<file path="src/rtl/rcv_pkg.sv">
package rcv_pkg;
  typedef enum logic [3:0] {
    ST_IDLE,
    ST_CHECK,
    ST_WAIT,
    ST_LOW,
    ST_HIGH,
    ST_STOP_SCL,
    ST_STOP_SDA,
    ST_STOP_REL,
    ST_DONE
  } rcv_state_e;
endpackage

</file>
<file path="src/rtl/rcv_sync.sv">
module rcv_sync #(
  parameter logic RST_VAL = 1'b1
) (
  input  logic clk,
  input  logic rst_n,
  input  logic d_i,
  output logic q_o
);
  logic meta_q, stab_q;

  always_ff @(posedge clk or negedge rst_n) begin
    if (!rst_n) begin
      meta_q <= RST_VAL;
      stab_q <= RST_VAL;
    end else begin
      meta_q <= d_i;
      stab_q <= meta_q;
    end
  end

  assign q_o = stab_q;
endmodule

</file>
<file path="src/rtl/rcv_us_timer.sv">
module rcv_us_timer #(
  parameter int CYC_PER_US = 100,
  parameter int MAX_US     = 10
) (
  input  logic                        clk,
  input  logic                        rst_n,
  input  logic                        load_i,
  input  logic [$clog2(MAX_US+1)-1:0] len_us_i,
  output logic                        expire_o
);
  localparam int UW = $clog2(MAX_US + 1);
  localparam int CW = (CYC_PER_US > 1) ? $clog2(CYC_PER_US) : 1;

  logic [CW-1:0] sub_q, sub_d;
  logic [UW-1:0] us_q, us_d;
  logic          en;

  always_comb begin
    sub_d = sub_q;
    us_d  = us_q;
    en    = 1'b0;
    if (load_i) begin
      en    = 1'b1;
      sub_d = CW'(CYC_PER_US - 1);
      us_d  = len_us_i - UW'(1);
    end else if (sub_q != '0) begin
      en    = 1'b1;
      sub_d = sub_q - CW'(1);
    end else if (us_q != '0) begin
      en    = 1'b1;
      sub_d = CW'(CYC_PER_US - 1);
      us_d  = us_q - UW'(1);
    end
  end

  always_ff @(posedge clk or negedge rst_n) begin
    if (!rst_n) begin
      sub_q <= '0;
      us_q  <= '0;
    end else if (en) begin
      sub_q <= sub_d;
      us_q  <= us_d;
    end
  end

  assign expire_o = (sub_q == '0) && (us_q == '0);
endmodule

</file>
<file path="src/rtl/rcv_ctrl.sv">
module rcv_ctrl
  import rcv_pkg::*;
#(
  parameter int NUM_PULSES = 9,
  parameter int MAX_POLLS  = 50,
  parameter int HALF_US    = 5,
  parameter int POLL_US    = 10,
  parameter int UW         = 4
) (
  input  logic          clk,
  input  logic          rst_n,
  input  logic          start_i,
  input  logic          scl_hi_i,
  input  logic          expire_i,
  output logic          load_o,
  output logic [UW-1:0] len_us_o,
  output logic          scl_oe_o,
  output logic          sda_oe_o,
  output logic          busy_o,
  output logic          done_o,
  output logic          stretch_to_o
);
  localparam int PW = $clog2(NUM_PULSES + 1);
  localparam int QW = $clog2(MAX_POLLS + 1);

  rcv_state_e    state_q, state_d;
  logic [PW-1:0] pulse_q, pulse_d;
  logic [QW-1:0] poll_q, poll_d;
  logic          flag_q, flag_d;
  logic          scl_oe_d, sda_oe_d;

  always_comb begin
    state_d  = state_q;
    pulse_d  = pulse_q;
    poll_d   = poll_q;
    flag_d   = flag_q;
    load_o   = 1'b0;
    len_us_o = UW'(HALF_US);
    unique case (state_q)
      ST_IDLE: if (start_i) begin
        state_d = ST_CHECK;
        pulse_d = '0;
        poll_d  = '0;
        flag_d  = 1'b0;
      end
      ST_CHECK: begin
        if (scl_hi_i || (poll_q == QW'(MAX_POLLS))) begin
          if (!scl_hi_i) flag_d = 1'b1;
          poll_d  = '0;
          state_d = ST_LOW;
          load_o  = 1'b1;
        end else begin
          poll_d   = poll_q + QW'(1);
          state_d  = ST_WAIT;
          load_o   = 1'b1;
          len_us_o = UW'(POLL_US);
        end
      end
      ST_WAIT: if (expire_i) state_d = ST_CHECK;
      ST_LOW: if (expire_i) begin
        state_d = ST_HIGH;
        load_o  = 1'b1;
      end
      ST_HIGH: if (expire_i) begin
        if (pulse_q == PW'(NUM_PULSES - 1)) begin
          state_d = ST_STOP_SCL;
          load_o  = 1'b1;
        end else begin
          pulse_d = pulse_q + PW'(1);
          state_d = ST_CHECK;
        end
      end
      ST_STOP_SCL: if (expire_i) begin
        state_d = ST_STOP_SDA;
        load_o  = 1'b1;
      end
      ST_STOP_SDA: if (expire_i) begin
        state_d = ST_STOP_REL;
        load_o  = 1'b1;
      end
      ST_STOP_REL: if (expire_i) state_d = ST_DONE;
      ST_DONE:     state_d = ST_IDLE;
      default:     state_d = ST_IDLE;
    endcase
  end

  // Line enables decoded from the next state and registered: glitch-free pins
  assign scl_oe_d = (state_d == ST_LOW) || (state_d == ST_STOP_SCL) ||
                    (state_d == ST_STOP_SDA);
  assign sda_oe_d = (state_d == ST_STOP_SDA) || (state_d == ST_STOP_REL);

  always_ff @(posedge clk or negedge rst_n) begin
    if (!rst_n) begin
      state_q  <= ST_IDLE;
      pulse_q  <= '0;
      poll_q   <= '0;
      flag_q   <= 1'b0;
      scl_oe_o <= 1'b0;
      sda_oe_o <= 1'b0;
      busy_o   <= 1'b0;
      done_o   <= 1'b0;
    end else begin
      state_q  <= state_d;
      pulse_q  <= pulse_d;
      poll_q   <= poll_d;
      flag_q   <= flag_d;
      scl_oe_o <= scl_oe_d;
      sda_oe_o <= sda_oe_d;
      busy_o   <= (state_d != ST_IDLE);
      done_o   <= (state_d == ST_DONE);
    end
  end

  assign stretch_to_o = flag_q;
endmodule

</file>
<file path="src/rtl/i2c_bus_recovery.sv">
module i2c_bus_recovery #(
  parameter int CYC_PER_US     = 100,
  parameter int PERIOD_US      = 10,
  parameter int NUM_PULSES     = 9,
  parameter int STRETCH_CAP_US = 500
) (
  input  logic clk,
  input  logic rst_n,
  input  logic start_i,
  input  logic scl_i,
  output logic busy_o,
  output logic done_o,
  output logic stretch_to_o,
  output logic scl_oe_o,
  output logic sda_oe_o
);
  localparam int HALF_US   = PERIOD_US / 2;
  localparam int MAX_POLLS = STRETCH_CAP_US / PERIOD_US;
  localparam int UW        = $clog2(PERIOD_US + 1);

  logic          rst_meta_q, rst_sync_q;
  logic          scl_hi;
  logic          load;
  logic [UW-1:0] len_us;
  logic          expire;

  always_ff @(posedge clk or negedge rst_n) begin
    if (!rst_n) begin
      rst_meta_q <= 1'b0;
      rst_sync_q <= 1'b0;
    end else begin
      rst_meta_q <= 1'b1;
      rst_sync_q <= rst_meta_q;
    end
  end

  rcv_sync #(.RST_VAL(1'b1)) u_scl_sync (
    .clk   (clk),
    .rst_n (rst_sync_q),
    .d_i   (scl_i),
    .q_o   (scl_hi)
  );

  rcv_us_timer #(.CYC_PER_US(CYC_PER_US), .MAX_US(PERIOD_US)) u_timer (
    .clk      (clk),
    .rst_n    (rst_sync_q),
    .load_i   (load),
    .len_us_i (len_us),
    .expire_o (expire)
  );

  rcv_ctrl #(
    .NUM_PULSES (NUM_PULSES),
    .MAX_POLLS  (MAX_POLLS),
    .HALF_US    (HALF_US),
    .POLL_US    (PERIOD_US),
    .UW         (UW)
  ) u_ctrl (
    .clk          (clk),
    .rst_n        (rst_sync_q),
    .start_i      (start_i),
    .scl_hi_i     (scl_hi),
    .expire_i     (expire),
    .load_o       (load),
    .len_us_o     (len_us),
    .scl_oe_o     (scl_oe_o),
    .sda_oe_o     (sda_oe_o),
    .busy_o       (busy_o),
    .done_o       (done_o),
    .stretch_to_o (stretch_to_o)
  );
endmodule

</file>
<file path="config.mk">
export PLATFORM = sky130hd
export DESIGN_NAME = i2c_bus_recovery
export DESIGN_NICKNAME = d
export VERILOG_FILES = /design/src/rtl/rcv_pkg.sv /design/src/rtl/rcv_sync.sv /design/src/rtl/rcv_us_timer.sv /design/src/rtl/rcv_ctrl.sv /design/src/rtl/i2c_bus_recovery.sv
export SDC_FILE = /design/constraint.sdc
export NUM_CORES = 1
export LEC_CHECK = 0
export ABC_AREA = 1
export BUFFER_PORTS_ARGS = -buffer_cell sky130_fd_sc_hd__buf_2
export CORE_UTILIZATION = 55
export CTS_BUF_LIST = sky130_fd_sc_hd__clkbuf_2 sky130_fd_sc_hd__clkbuf_4 sky130_fd_sc_hd__clkbuf_8
export CTS_CLUSTER_SIZE = 8
export DETAILED_ROUTE_END_ITERATION = 10
export PLACE_DENSITY = 0.7
export SYNTH_ARGS = -nofsm -noshare
export SYNTH_HDL_FRONTEND = slang
export SYNTH_HIERARCHICAL = 1
export SYNTH_SLANG_ARGS = --single-unit
</file>
<file path="constraint.sdc">
create_clock -name clk -period 1.3 [get_ports clk]
set_input_delay 0.26 -clock clk [delete_from_list [all_inputs] [get_ports clk]]
set_output_delay 0.26 -clock clk [all_outputs]
set_load 0.01 [all_outputs]
</file>
==> run summary, run 1 <==
==============================================================================
Run status ...................................................... finished, violations left
Failing checks .................................................. setup timing
IO Port Bufs ....................................................            8
Horizontal die dimension ........................................      62.9 um
PD cells ........................................................  710 nW/um^2
CTS sink cnt ....................................................           34
Highest attainable clock frequency ..............................      478 MHz
Most frequent cell on the critical path .........................        inv_2
Antenna Nets Post-Route .........................................            0
Area share of the largest cell type after synthesis .............        0.392
Transition time at the pin with the least slew margin ...........     0.569 ns
Pin count of the biggest net entering global routing ............           33
Startpoint of the most critical hold path .......................        scl_i
Pins over their slew limit ......................................            0
Hold Violations, Final ..........................................            0
Seq cells post-synth ............................................           34
Number of rows created at floorplan .............................           21
Clk slew on worst S/H paths .....................................      0.06 ns
Min Hold Slack ..................................................    0.0772 ns
Number of iterations in the first detailed-routing pass .........            5
Final critical-path share of the clock period ...................         1.61
Wire length of the first global-routing pass ....................      9.50 mm
Global Route met3 Usage .........................................       0.0493
Endpoint class of the critical path .............................    flip-flop
Post-Syn Area per Cell ..........................................    7.95 um^2
Launch point of the worst reg-to-reg path ....................... u_timer/sub_q[0]
Predominant post-synthesis flop cell ............................      dfrtp_1
Clock tree skew after final layout ..............................    0.0152 ns
TritonCTS clock tree ............................................        built
Area growth syn-to-layout .......................................        53.8%
Type of the setup path with the least slack .....................   reg -> reg
Number of nets in the layout ....................................          355
Data arrival time of the critical path ..........................      2.26 ns
Total I/O pin count .............................................            9
Final setup TNS .................................................    -13.68 ns
Met1 layer usage reported by global route .......................        0.354
Ranking of synthesized cells by area ............................ dfrtp_1, nand2_1, inv_1
Part of the Yosys area used for sequential elements .............        0.418
RePlAce Congestion ..............................................        0.861
Placeable Area ..................................................    3440 um^2
Clock latency reported for the late side of the worst-skew pair .      0.29 ns
Clock buffers created by TritonCTS ..............................            5
Via count .......................................................         2315
Delay of the slowest cell on the worst path .....................      0.40 ns
DP Area .........................................................    2590 um^2
Area of all placed cells without fillers ........................    3140 um^2
Overall overflow remaining after global route ...................            0
Most frequent cells in the layout ............................... buf_4, nand2_1, dfrtp_1
Met2 track demand over resource .................................        0.559
Static Leak .....................................................   0.00154 uW
HPWL after detailed placement ...................................      3.27 mm
Most common cell after layout, fill and taps aside ..............        buf_4
Number of vias per cell after detailed routing ..................         5.92
Iter 0 DRT Violations ...........................................          238
Routed wire length ..............................................      7.43 mm
Number of global-route vias before repair .......................         2107
Worst hold-check path type ......................................    in -> reg
Total global-route track usage ..................................        0.310
Data required, critical path ....................................      1.47 ns
Total number of yosys warnings ..................................            6
Wirelength per Cell .............................................      19.0 um
Largest area contributor in the netlist .........................      dfrtp_1
Overall die height ..............................................      62.9 um
Async S/R FF share, synth .......................................         1.00
Layout cell share with drive strength beyond 1 ..................        0.533
Post-synthesis instance total ...................................          257
Critical path cell sequence ..................................... inv_2 -> ha_4 -> inv_2 -> nor2_4 -> nand3_4 -> nor2_4 -> inv_2 -> nor2_2 -> nand2_2 -> nand3_4 -> inv_6 -> nand2_4 -> nand2_2 -> ha_4 -> xnor2_2 -> o21ai_2
CTS max path bufs ...............................................            2
Max-capacitance violation count .................................            0
Final number of setup-violating endpoints .......................           30
Worst setup slack after placement ...............................    -0.796 ns
Largest vdd supply drop .........................................     0.780 mV
DIE AREA ........................................................    3960 um^2
Setup repair after global routing missed its margin .............         true
Maximum level of the CTS H-tree .................................            2
Kind of launch point of the worst setup path ....................    flip-flop
Number of nets produced by synthesis ............................          268
Top Usage Layer GRT .............................................         met2
Synth Cell Area .................................................    2040 um^2
Initial antenna violation count .................................            0
PnR worst setup slack ...........................................    -0.793 ns
Maximum fanout along the worst path .............................            7
Unique masters post-synth .......................................           32
Number of flops mapped to enable cells by yosys .................            0
Starting density of the core ....................................        0.593
Worst slew slack as a fraction of its limit .....................        0.617
Remaining design rule violation count ...........................            0
Inserted Diodes .................................................            0
Launching instance or port of the critical path ................. u_timer/sub_q[0]
Slowest cell on the critical path ...............................      dfrtp_1
Clock tree root driver cell .....................................     clkbuf_8
Post-layout min period ..........................................      2.09 ns
==============================================================================
[flip-flops by register name, summed over array words and instances, names as in the netlist]
| signal | count |
|---|---|
| u_ctrl/done_o | 1 |
| u_ctrl/pulse_q | 4 |
| rst_meta_q | 1 |
| u_timer/sub_q | 7 |
| u_ctrl/poll_q | 6 |
| u_ctrl/stretch_to_o | 1 |
| u_ctrl/busy_o | 1 |
| u_scl_sync/q_o | 1 |
| u_scl_sync/meta_q | 1 |
| u_ctrl/state_q | 4 |
| u_ctrl/scl_oe_o | 1 |
| u_timer/us_q | 4 |
| rst_sync_q | 1 |
| u_ctrl/sda_oe_o | 1 |
[critical path: cells and delay by family, from the launching register on]
kind,cells,cell delay (ns)
xor gates and xnor gates,1,0.16
DFF,1,0.40
and+or+nand+nor,8,0.77
adders and majority gates,2,0.31
AOI/OAI and AO/OA,1,0.06
buffers and inverters,4,0.26
[synth_stat cells (2+ instances only)]
cell type	n
nand2_1	65
dfrtp_1	32
inv_1	30
nor2_1	27
nand3_1	21
o21ai_0	11
nor2_4	9
ha_1	7
nand2_2	7
a21oi_1	6
inv_2	5
o21ai_1	4
o21ai_2	3
xnor2_1	3
xor2_1	3
a31oi_1	2
buf_4	2
dfstp_2	2
nand2_4	2
nand3_2	2
nand3_4	2
nor2_2	2
[layer usage]
layer  up-vias  part of all wire
met1      1075              0.37
met2       187              0.49
met5         -                 0
li1        986                 -
met3        67             0.080
met4         0             0.066
[per-stage QoR]
step / utilization / total power [uW] / std cells
finish: 0.912 / 2230 / 391
global route: 0.912 / 2300 / 391
CTS: 0.864 / 2190 / 385
detailed placement: 0.752 / 1270 / 365
global placement: 0.752 / 1270 / 365
floorplan: - / 1210 / 257
[final cells by class]
cell class	instances	area [um^2]
Tap cell	46	57.6
Multi-Input combinational cell	184	1330
Clock buffer	8	110
Sequential cell	34	857
Fill cell	143	302
Timing Repair Buffer	83	639
Inverter	36	145
[final timing paths]
check                      slack (ns)                 to  cells past startpoint
setup / recovery                -0.79    u_timer/us_q[2]                     16
hold / removal                   0.08  u_scl_sync/meta_q                      1
setup reg to reg                -0.79    u_timer/us_q[2]                     16
hold reg to reg                  0.26  u_ctrl/state_q[3]                      1
max in group asynchronous        0.70     u_scl_sync/q_o                      1
min in group asynchronous        0.26  u_ctrl/state_q[3]                      1
[timing repair]
item | CTS | global route
pin swaps | 21 | 15
endpoints found under the setup margin | 30 | 30
resized for setup | 54 | 35
buffers inserted | 11 | 8
hold buffers | 1 | 0
endpoints found under the hold margin | 2 | 0
[cell families after synthesis]
group           Yosys count  synth area share
flops                    34             0.418
other cells               1           0.00184
buf+inv                  39            0.0815
fa+ha+maj                 7            0.0429
compound gates           29            0.0815
xor+xnor                  6            0.0257
simple gates            141             0.349
[report_power, final]
part | internal [uW] | switching, uW | leakage (uW)
Combinational | 83.1 | 124 | 0.00108
Sequential | 1080 | 13.6 | 0.000405
Clock | 535 | 392 | 0.0000575
No activity file was read; power rests on OpenSTA's default activity.
==> inputs of run 2 (changes only) <==
--- a/config.mk
+++ b/config.mk
@@ -11,8 +11,7 @@
 export CTS_BUF_LIST = sky130_fd_sc_hd__clkbuf_2 sky130_fd_sc_hd__clkbuf_4 sky130_fd_sc_hd__clkbuf_8
 export CTS_CLUSTER_SIZE = 8
 export DETAILED_ROUTE_END_ITERATION = 10
-export PLACE_DENSITY = 0.7
+export PLACE_DENSITY = 0.71
 export SYNTH_ARGS = -nofsm -noshare
 export SYNTH_HDL_FRONTEND = slang
-export SYNTH_HIERARCHICAL = 1
 export SYNTH_SLANG_ARGS = --single-unit
==> run 2 against run 1 <==
  * The run now fails in global routing (5_1_grt)
  * Synthesized cell count shrank 17%
  * Area after synthesis shrank 14%
==> run summary, run 2 <==
===================================================================
Overall die height ...................................      58.7 um
Worst End Pin Type ................................... sequential cell input
Last stage the flow got to ........................... global routing (5_1_grt)
Horizontal die dimension .............................      58.7 um
List of most frequent post-synthesis cells ........... nand2_1, dfrtp_1, inv_1, nor2_1, nand3_1
Ranking of synthesized cells by area ................. dfrtp_1, nand2_1, inv_1
Most instantiated library cell after synthesis .......      nand2_1
Run status ........................................... did not finish
Async S/R FF share, synth ............................         1.00
Clock tree root driver cell ..........................     clkbuf_4
Number of flops mapped to enable cells by yosys ......            0
HPWL after detailed placement ........................      3.33 mm
CTS max path bufs ....................................            2
Unique masters post-synth ............................           30
First error .......................................... [ERROR DPL-0038] Utilization greater than 100%, impossible to legalize
Post-synthesis instance total ........................          213
Number of nets produced by synthesis .................          223
CTS sink cnt .........................................           34
Synth Cell Area ......................................    1770 um^2
Total I/O pin count ..................................            9
RePlAce Congestion ...................................        0.855
IO Port Bufs .........................................            8
Starting density of the core .........................        0.578
Worst Endpoint after GRT Repair ...................... u_timer.us_q[2]$_DFFE_PN0P_/D
Total number of yosys warnings .......................            0
Part of the Yosys area used for sequential elements ..        0.483
Number of rows created at floorplan ..................           20
Seq cells post-synth .................................           34
Maximum level of the CTS H-tree ......................            2
Largest area contributor in the netlist ..............      dfrtp_1
Area share of the largest cell type after synthesis ..        0.454
Pin count of the biggest net entering global routing .           18
Predominant post-synthesis flop cell .................      dfrtp_1
Post-Syn Area per Cell ...............................    8.29 um^2
Clock buffers created by TritonCTS ...................            5
===================================================================
==> run 2: changes by cell type after synthesis, moves of 3 or more <==
cell / previous run / this run
nand2_1: 65 / 45
nor2_4: 9 / 2
o21ai_1: 4 / 0
inv_2: 5 / 2
nor2_1: 27 / 24
o21ai_2: 3 / 0
==> run 2: stage by stage <==
stage | worst slack (ns) | std cells | hold slack (ns) | area, um^2 | setup TNS (ns)
after CTS | -0.550 | 347 | 0.00518 | 2760 | -7.77
after detailed placement | -0.576 | 316 | 0.0468 | 2320 | -8.86
after global placement | -0.471 | 316 | 0.0451 | 2320 | -7.10
after floorplan | -0.479 | 213 | -0.0356 | 1840 | -3.49
==> run 2: kinds of logic after synthesis <==
logic type,after synthesis,synth area share
AOI/OAI and AO/OA,25,0.0794
xor gates and xnor gates,6,0.0298
adders and majority gates,6,0.0425
buffers and inverters,31,0.0702
DFF,34,0.483
other,1,0.00212
and+or+nand+nor,110,0.293
==> run 2: repair_timing <==
item | in CTS
endpoints found under the hold margin | 2
gates resized for setup | 59
setup buffers | 23
hold buffers | 1
gates cloned | 0
setup endpoints to repair | 30
pin swaps | 25
==> inputs of run 3 (changes only) <==
--- a/config.mk
+++ b/config.mk
@@ -7,11 +7,9 @@
 export LEC_CHECK = 0
 export ABC_AREA = 1
 export BUFFER_PORTS_ARGS = -buffer_cell sky130_fd_sc_hd__buf_2
-export CORE_UTILIZATION = 55
-export CTS_BUF_LIST = sky130_fd_sc_hd__clkbuf_2 sky130_fd_sc_hd__clkbuf_4 sky130_fd_sc_hd__clkbuf_8
-export CTS_CLUSTER_SIZE = 8
+export CORE_UTILIZATION = 40
 export DETAILED_ROUTE_END_ITERATION = 10
-export PLACE_DENSITY = 0.71
+export PLACE_DENSITY_LB_ADDON = 0.15
 export SYNTH_ARGS = -nofsm -noshare
 export SYNTH_HDL_FRONTEND = slang
 export SYNTH_SLANG_ARGS = --single-unit
==> run 3 against run 2 <==
  * The flow now finishes, with violations (setup timing)
  * Area after synthesis stayed put
  * Synthesized cell count stayed put
==> run summary, run 3 <==
==============================================================================
Run status ...................................................... finished, violations left
Failing checks .................................................. setup timing
Ranking of synthesized cells by area ............................ dfrtp_1, nand2_1, inv_1
Number of nets produced by synthesis ............................          223
Net switching power of the design ...............................      2230 uW
Data arrival time of the critical path ..........................      2.05 ns
Hold Violations, Final ..........................................            0
Clock buffers created by TritonCTS ..............................            5
Startpoint of the most critical hold path .......................        scl_i
TritonCTS clock tree ............................................        built
Async S/R FF share, synth .......................................         1.00
Total I/O pin count .............................................            9
Number of nets in the layout ....................................          321
Clock tree skew after final layout ..............................    0.0101 ns
Largest area contributor in the netlist .........................      dfrtp_1
Largest vdd supply drop .........................................     0.875 mV
Starting density of the core ....................................        0.429
Register containing the most flip-flops in the final layout ..... u_timer.sub_q
Most frequent cells in the layout ............................... buf_4, dfrtp_1, nand2_1
Slowest cell on the critical path ...............................      dfrtp_1
Final setup TNS .................................................     -9.96 ns
Total global-route track usage ..................................        0.208
Most frequent cell on the critical path .........................      nand2_2
Remaining design rule violation count ...........................            0
Clock latency reported for the late side of the worst-skew pair .      0.29 ns
Total number of yosys warnings ..................................            0
Post-layout min period ..........................................      1.86 ns
Maximum fanout along the worst path .............................            4
Pin count of the biggest net entering global routing ............           33
PD cells ........................................................ 1890 nW/um^2
Number of flops mapped to enable cells by yosys .................            0
Static Leak .....................................................   0.00148 uW
Antenna Nets Post-Route .........................................            0
List of most frequent post-synthesis cells ...................... nand2_1, dfrtp_1, inv_1, nor2_1, nand3_1
Placeable Area ..................................................    4120 um^2
Clock tree root driver cell .....................................     clkbuf_8
Switching power as a share of total power .......................        0.389
Final number of setup-violating endpoints .......................           30
Worst hold-check path type ......................................    in -> reg
Maximum level of the CTS H-tree .................................            2
Number of vias per cell after detailed routing ..................         4.86
Routed wire length ..............................................      4.85 mm
Internal Power ..................................................      3500 uW
Pins over their slew limit ......................................            0
Delay of the slowest cell on the worst path .....................      0.44 ns
RePlAce Congestion ..............................................        0.890
Combinational share of power ....................................        0.574
Launching instance or port of the critical path ................. u_ctrl.state_q[0]
Area growth syn-to-layout .......................................        72.1%
Predominant post-synthesis flop cell ............................      dfrtp_1
Via count .......................................................         1761
Seq pwr share ...................................................        0.282
Max-capacitance violation count .................................            0
Wirelength per Cell .............................................      13.4 um
Min Hold Slack ..................................................    0.0607 ns
Number of rows created at floorplan .............................           23
Clk network pwr share ...........................................        0.144
Number of iterations in the first detailed-routing pass .........            4
Post-Syn Area per Cell ..........................................    8.29 um^2
Endpoint class of the critical path .............................    flip-flop
Kind of launch point of the worst setup path ....................    flip-flop
Horizontal die dimension ........................................      68.4 um
Synth Cell Area .................................................    1770 um^2
Data required, critical path ....................................      1.49 ns
DIE AREA ........................................................    4680 um^2
Iter 0 DRT Violations ...........................................           90
CTS sink cnt ....................................................           34
Final core occ ..................................................        0.738
Seq cells post-synth ............................................           34
Type of the setup path with the least slack .....................   reg -> reg
HPWL after detailed placement ...................................      2.86 mm
Launch point of the worst reg-to-reg path ....................... u_ctrl.state_q[0]
CTS max path bufs ...............................................            2
Post-synthesis instance total ...................................          213
Most instantiated library cell after synthesis ..................      nand2_1
IO Port Bufs ....................................................            8
Unique masters post-synth .......................................           30
Max FFs per register ............................................            7
Most common cell after layout, fill and taps aside ..............        buf_4
Number of global-route vias before repair .......................         1654
Part of the Yosys area used for sequential elements .............        0.483
Area share of the largest cell type after synthesis .............        0.454
Power, Total ....................................................      5730 uW
Inserted Diodes .................................................            0
Overall die height ..............................................      68.4 um
PnR worst setup slack ...........................................    -0.564 ns
Overall overflow remaining after global route ...................            0
Layout cell share with drive strength beyond 1 ..................        0.590
Final critical-path share of the clock period ...................         1.43
Critical path cell sequence ..................................... inv_2 -> nand2_2 -> nor2_2 -> nor2_4 -> nand3_2 -> nand2_2 -> nand2_2 -> nand2_2 -> nand2_2 -> inv_2 -> ha_4 -> nand3b_1 -> nand3b_1 -> nand2_1
Clk slew on worst S/H paths .....................................      0.07 ns
Wire length of the first global-routing pass ....................      7.00 mm
Largest registers ............................................... u_timer.sub_q: 7 flops, u_ctrl.poll_q: 6 flops
Setup repair after global routing missed its margin .............         true
Initial antenna violation count .................................            0
Highest attainable clock frequency ..............................      536 MHz
==============================================================================
## run 3: cell counts after synthesis
Identical to the previous run, type by type.
## run 3: critical path, delay by kind of cell, from the launching register on
family	cells	cell delay (ns)
adder cells (fa/ha/maj)	1	0.14
flip-flops	1	0.44
buffers and inverters	2	0.17
AND/OR/NAND/NOR	11	1.02
## run 3: cell type report
type                            instances  area, um^2
Sequential cell                        34         853
Clock inverter                          1        5.00
Inverter                               30         115
Tap cell                               50        62.6
Fill cell                             276        1080
Clock buffer                            7        86.3
Timing Repair Buffer                   92         763
Multi-Input combinational cell        148        1150
## run 3: kinds of logic after synthesis
kind of cell / after synthesis / share of synthesized area
flops: 34 / 0.483
other cells: 1 / 0.00212
fa+ha+maj: 6 / 0.0425
xor+xnor: 6 / 0.0298
buf+inv: 31 / 0.0702
simple gates: 110 / 0.293
compound gates: 25 / 0.0794
## run 3: worst paths after layout
kind | endpoint | slack [ns] | cells past startpoint
max in group asynchronous | u_scl_sync.meta_q | 0.70 | 1
max | u_timer.us_q[2] | -0.56 | 14
max reg2reg | u_timer.us_q[2] | -0.56 | 14
min in group asynchronous | u_timer.sub_q[5] | 0.26 | 1
min reg2reg | u_timer.sub_q[5] | 0.26 | 1
min | u_scl_sync.meta_q | 0.06 | 1
## run 3: metrics by stage
stage          instance area (um^2)  cells  setup slack (ns)
2_1_floorplan                  1840    213            -0.479
3_3_place_gp                   2370    329            -0.467
3_5_place_dp                   2370    329            -0.530
4_1_cts                        2720    352            -0.478
5_1_grt                        3040    362            -0.681
6_report                       3040    362            -0.564
## run 3: layer usage
metal	global-route usage	routed length, um
met5	0	0
met4	0.115	110
met3	0.0517	129
met2	0.352	2500
met1	0.237	2110
## run 3: timing repair
item / in CTS / in global routing
endpoints found under the hold margin: 2 / 0
hold buffers: 1 / 0
pin swaps: 13 / 32
setup buffers: 15 / 15
gates resized for setup: 45 / 68
setup endpoints to repair: 30 / 30
## run 3: power by group through the flow
stage	clock, uW	combinational, uW	sequential (uW)
floorplan	0	1280	1670
global placement	0	2360	1590
detailed placement	0	2390	1600
CTS	837	2670	1590
global route	875	3580	1660
finish	826	3290	1620
==> inputs of run 4 (changes only) <==
--- a/config.mk
+++ b/config.mk
@@ -9,7 +9,7 @@
 export BUFFER_PORTS_ARGS = -buffer_cell sky130_fd_sc_hd__buf_2
 export CORE_UTILIZATION = 40
 export DETAILED_ROUTE_END_ITERATION = 10
-export PLACE_DENSITY_LB_ADDON = 0.15
+export PLACE_DENSITY = 0.59
 export SYNTH_ARGS = -nofsm -noshare
 export SYNTH_HDL_FRONTEND = slang
 export SYNTH_SLANG_ARGS = --single-unit
==> run 4 against run 3 <==
  * The run still ends with setup timing left
  * Core utilization shrank 0.52 points
  * Wire length shrank 1.6%
  * Clock-buffer cell count shrank 1
  * Maximum frequency shrank 0.42%
  * Sequential power is essentially flat
  * Sequential cell count is the same
  * First-iteration DRC count shrank 10%
  * Total power shrank 0.78%
  * Global-route usage shrank 0.42 points
  * Critical path type unchanged
==> run summary, run 4 (synthesized netlist as in run 3, its figures left out) <==
================================================================================
HPWL after detailed placement .....................................      2.76 mm
Max-capacitance violation count ...................................            0
Final critical-path share of the clock period .....................         1.44
Maximum level of the CTS H-tree ...................................            2
Placed Cells ......................................................          324
Clock tree root driver cell .......................................     clkbuf_8
Delay of the slowest cell on the worst path .......................      0.41 ns
Wire length of the first global-routing pass ......................      6.94 mm
Most common cell after layout, fill and taps aside ................        buf_4
Run status ........................................................ finished, violations left
Number of vias per cell after detailed routing ....................         4.92
IO Port Bufs ......................................................            8
Post-layout min period ............................................      1.87 ns
Number of nets in the layout ......................................          317
PnR worst setup slack .............................................    -0.572 ns
Failing checks .................................................... setup timing
Area growth syn-to-layout .........................................        70.9%
Worst hold-check path type ........................................    in -> reg
Number of global-route vias before repair .........................         1655
Clk slew on worst S/H paths .......................................      0.08 ns
Largest registers ................................................. u_timer.sub_q: 7 flops, u_ctrl.poll_q: 6 flops
Switching power as a share of total power .........................        0.388
Initial antenna violation count ...................................            0
RePlAce Congestion ................................................        0.818
Static Leak .......................................................   0.00147 uW
Final standard cell count with taps included and fillers excluded .          358
Endpoint class of the critical path ...............................    flip-flop
Highest attainable clock frequency ................................      534 MHz
Maximum fanout along the worst path ...............................            4
Largest vdd supply drop ...........................................     0.988 mV
Type of the setup path with the least slack .......................   reg -> reg
Net switching power of the design .................................      2210 uW
Clock latency reported for the late side of the worst-skew pair ...      0.29 ns
Via count .........................................................         1763
Iter 0 DRT Violations .............................................           81
Data arrival time of the critical path ............................      2.06 ns
Number of iterations in the first detailed-routing pass ...........            4
Internal Power ....................................................      3480 uW
Wirelength per Cell ...............................................      13.3 um
Data required, critical path ......................................      1.49 ns
Max FFs per register ..............................................            7
Seq pwr share .....................................................        0.286
Cell depth of the worst min-delay path ............................            1
Hold Violations, Final ............................................            0
CTS max path bufs .................................................            2
Overall overflow remaining after global route .....................            0
Antenna Nets Post-Route ...........................................            0
Pins over their slew limit ........................................            0
Setup repair after global routing missed its margin ...............         true
Placeable Area ....................................................    4120 um^2
Clock tree skew after final layout ................................   0.00877 ns
Total I/O pin count ...............................................            9
TritonCTS clock tree ..............................................        built
Clk network pwr share .............................................        0.149
Combinational share of power ......................................        0.565
Inserted Diodes ...................................................            0
Slowest cell on the critical path .................................      dfrtp_1
Critical path cell sequence ....................................... inv_2 -> nand2_4 -> nor2_2 -> nor2_2 -> nand3_2 -> buf_4 -> buf_6 -> a21oi_4 -> nand2_4 -> buf_6 -> nand3_1 -> nand2_1
Overall die height ................................................      68.4 um
Register containing the most flip-flops in the final layout ....... u_timer.sub_q
Routed wire length ................................................      4.77 mm
Kind of launch point of the worst setup path ......................    flip-flop
Min Hold Slack ....................................................    0.0668 ns
Fillcell total ....................................................          269
Layout cell share with drive strength beyond 1 ....................        0.591
Most frequent cells in the layout ................................. buf_4, dfrtp_1, nand2_1
DIE AREA ..........................................................    4680 um^2
Total global-route track usage ....................................        0.203
CTS sink cnt ......................................................           34
Worst R2R Path Depth ..............................................           12
Final number of setup-violating endpoints .........................           30
Starting density of the core ......................................        0.429
Pin count of the biggest net entering global routing ..............           33
Clock buffers created by TritonCTS ................................            5
Horizontal die dimension ..........................................      68.4 um
Number of rows created at floorplan ...............................           23
Remaining design rule violation count .............................            0
PD cells .......................................................... 1890 nW/um^2
================================================================================
## run 4: critical path: cells and delay by family (launching register included)
kind | cells | cell delay [ns]
compound gates | 1 | 0.20
flops | 1 | 0.41
buf+inv | 4 | 0.50
simple gates | 7 | 0.66
## run 4: metrics by stage
step           power, uW  utilization  setup TNS [ns]  cell area [um^2]  setup WS (ns)
4_1_cts             5210        0.662           -7.01              2720         -0.456
5_1_grt             6110        0.733          -11.73              3020         -0.663
2_1_floorplan       2950            -           -3.49              1840         -0.479
6_report            5690        0.733           -9.55              3020         -0.572
3_3_place_gp        3870        0.567           -6.14              2330         -0.507
3_5_place_dp        3920        0.567           -6.86              2330         -0.552
## run 4: layer usage
layer	GRT usage	vias up	routed length (um)
met5	0	-	0
met4	0.0703	0	90
met3	0.0433	11	71
met2	0.373	16	2590
met1	0.230	859	2020
li1	-	877	-
## run 4: repair_timing
action,4_1_cts,5_1_grt
endpoints found under the setup margin,30,30
hold endpoints to repair,2,0
hold buffers,1,0
pin swaps,20,19
buffers inserted,14,14
gates resized for setup,55,56
## run 4: layout make-up
| type | count | area, um^2 | area share |
|---|---|---|---|
| tap | 50 | 62.6 | 0.0207 |
| inverter | 30 | 118 | 0.0390 |
| multi-input combinational | 148 | 1170 | 0.388 |
| timing repair buffer | 88 | 714 | 0.237 |
| clock inverter | 2 | 12.5 | 0.00415 |
| sequential | 34 | 856 | 0.284 |
| clock buffer | 6 | 82.6 | 0.0274 |
## run 4: path summary, 6_finish.rpt
| kind | from | to | slack, ns |
|---|---|---|---|
| setup / recovery | u_ctrl.state_q[3] | u_timer.us_q[3] | -0.57 |
| hold / removal | scl_i | u_scl_sync.meta_q | 0.07 |
| setup reg to reg | u_ctrl.state_q[3] | u_timer.us_q[3] | -0.57 |
| hold reg to reg | rst_sync_q | u_ctrl.busy_o | 0.26 |
| max in group asynchronous | rst_sync_q | u_scl_sync.q_o | 0.71 |
| min in group asynchronous | rst_sync_q | u_ctrl.busy_o | 0.26 |
## run 4: power by group through the flow
stage / Combinational (uW) / Sequential, uW / Clock, uW
5_1_grt: 3540 / 1670 / 896
3_3_place_gp: 2280 / 1590 / 0
3_5_place_dp: 2320 / 1600 / 0
6_report: 3210 / 1630 / 846
4_1_cts: 2760 / 1610 / 844
2_1_floorplan: 1280 / 1670 / 0
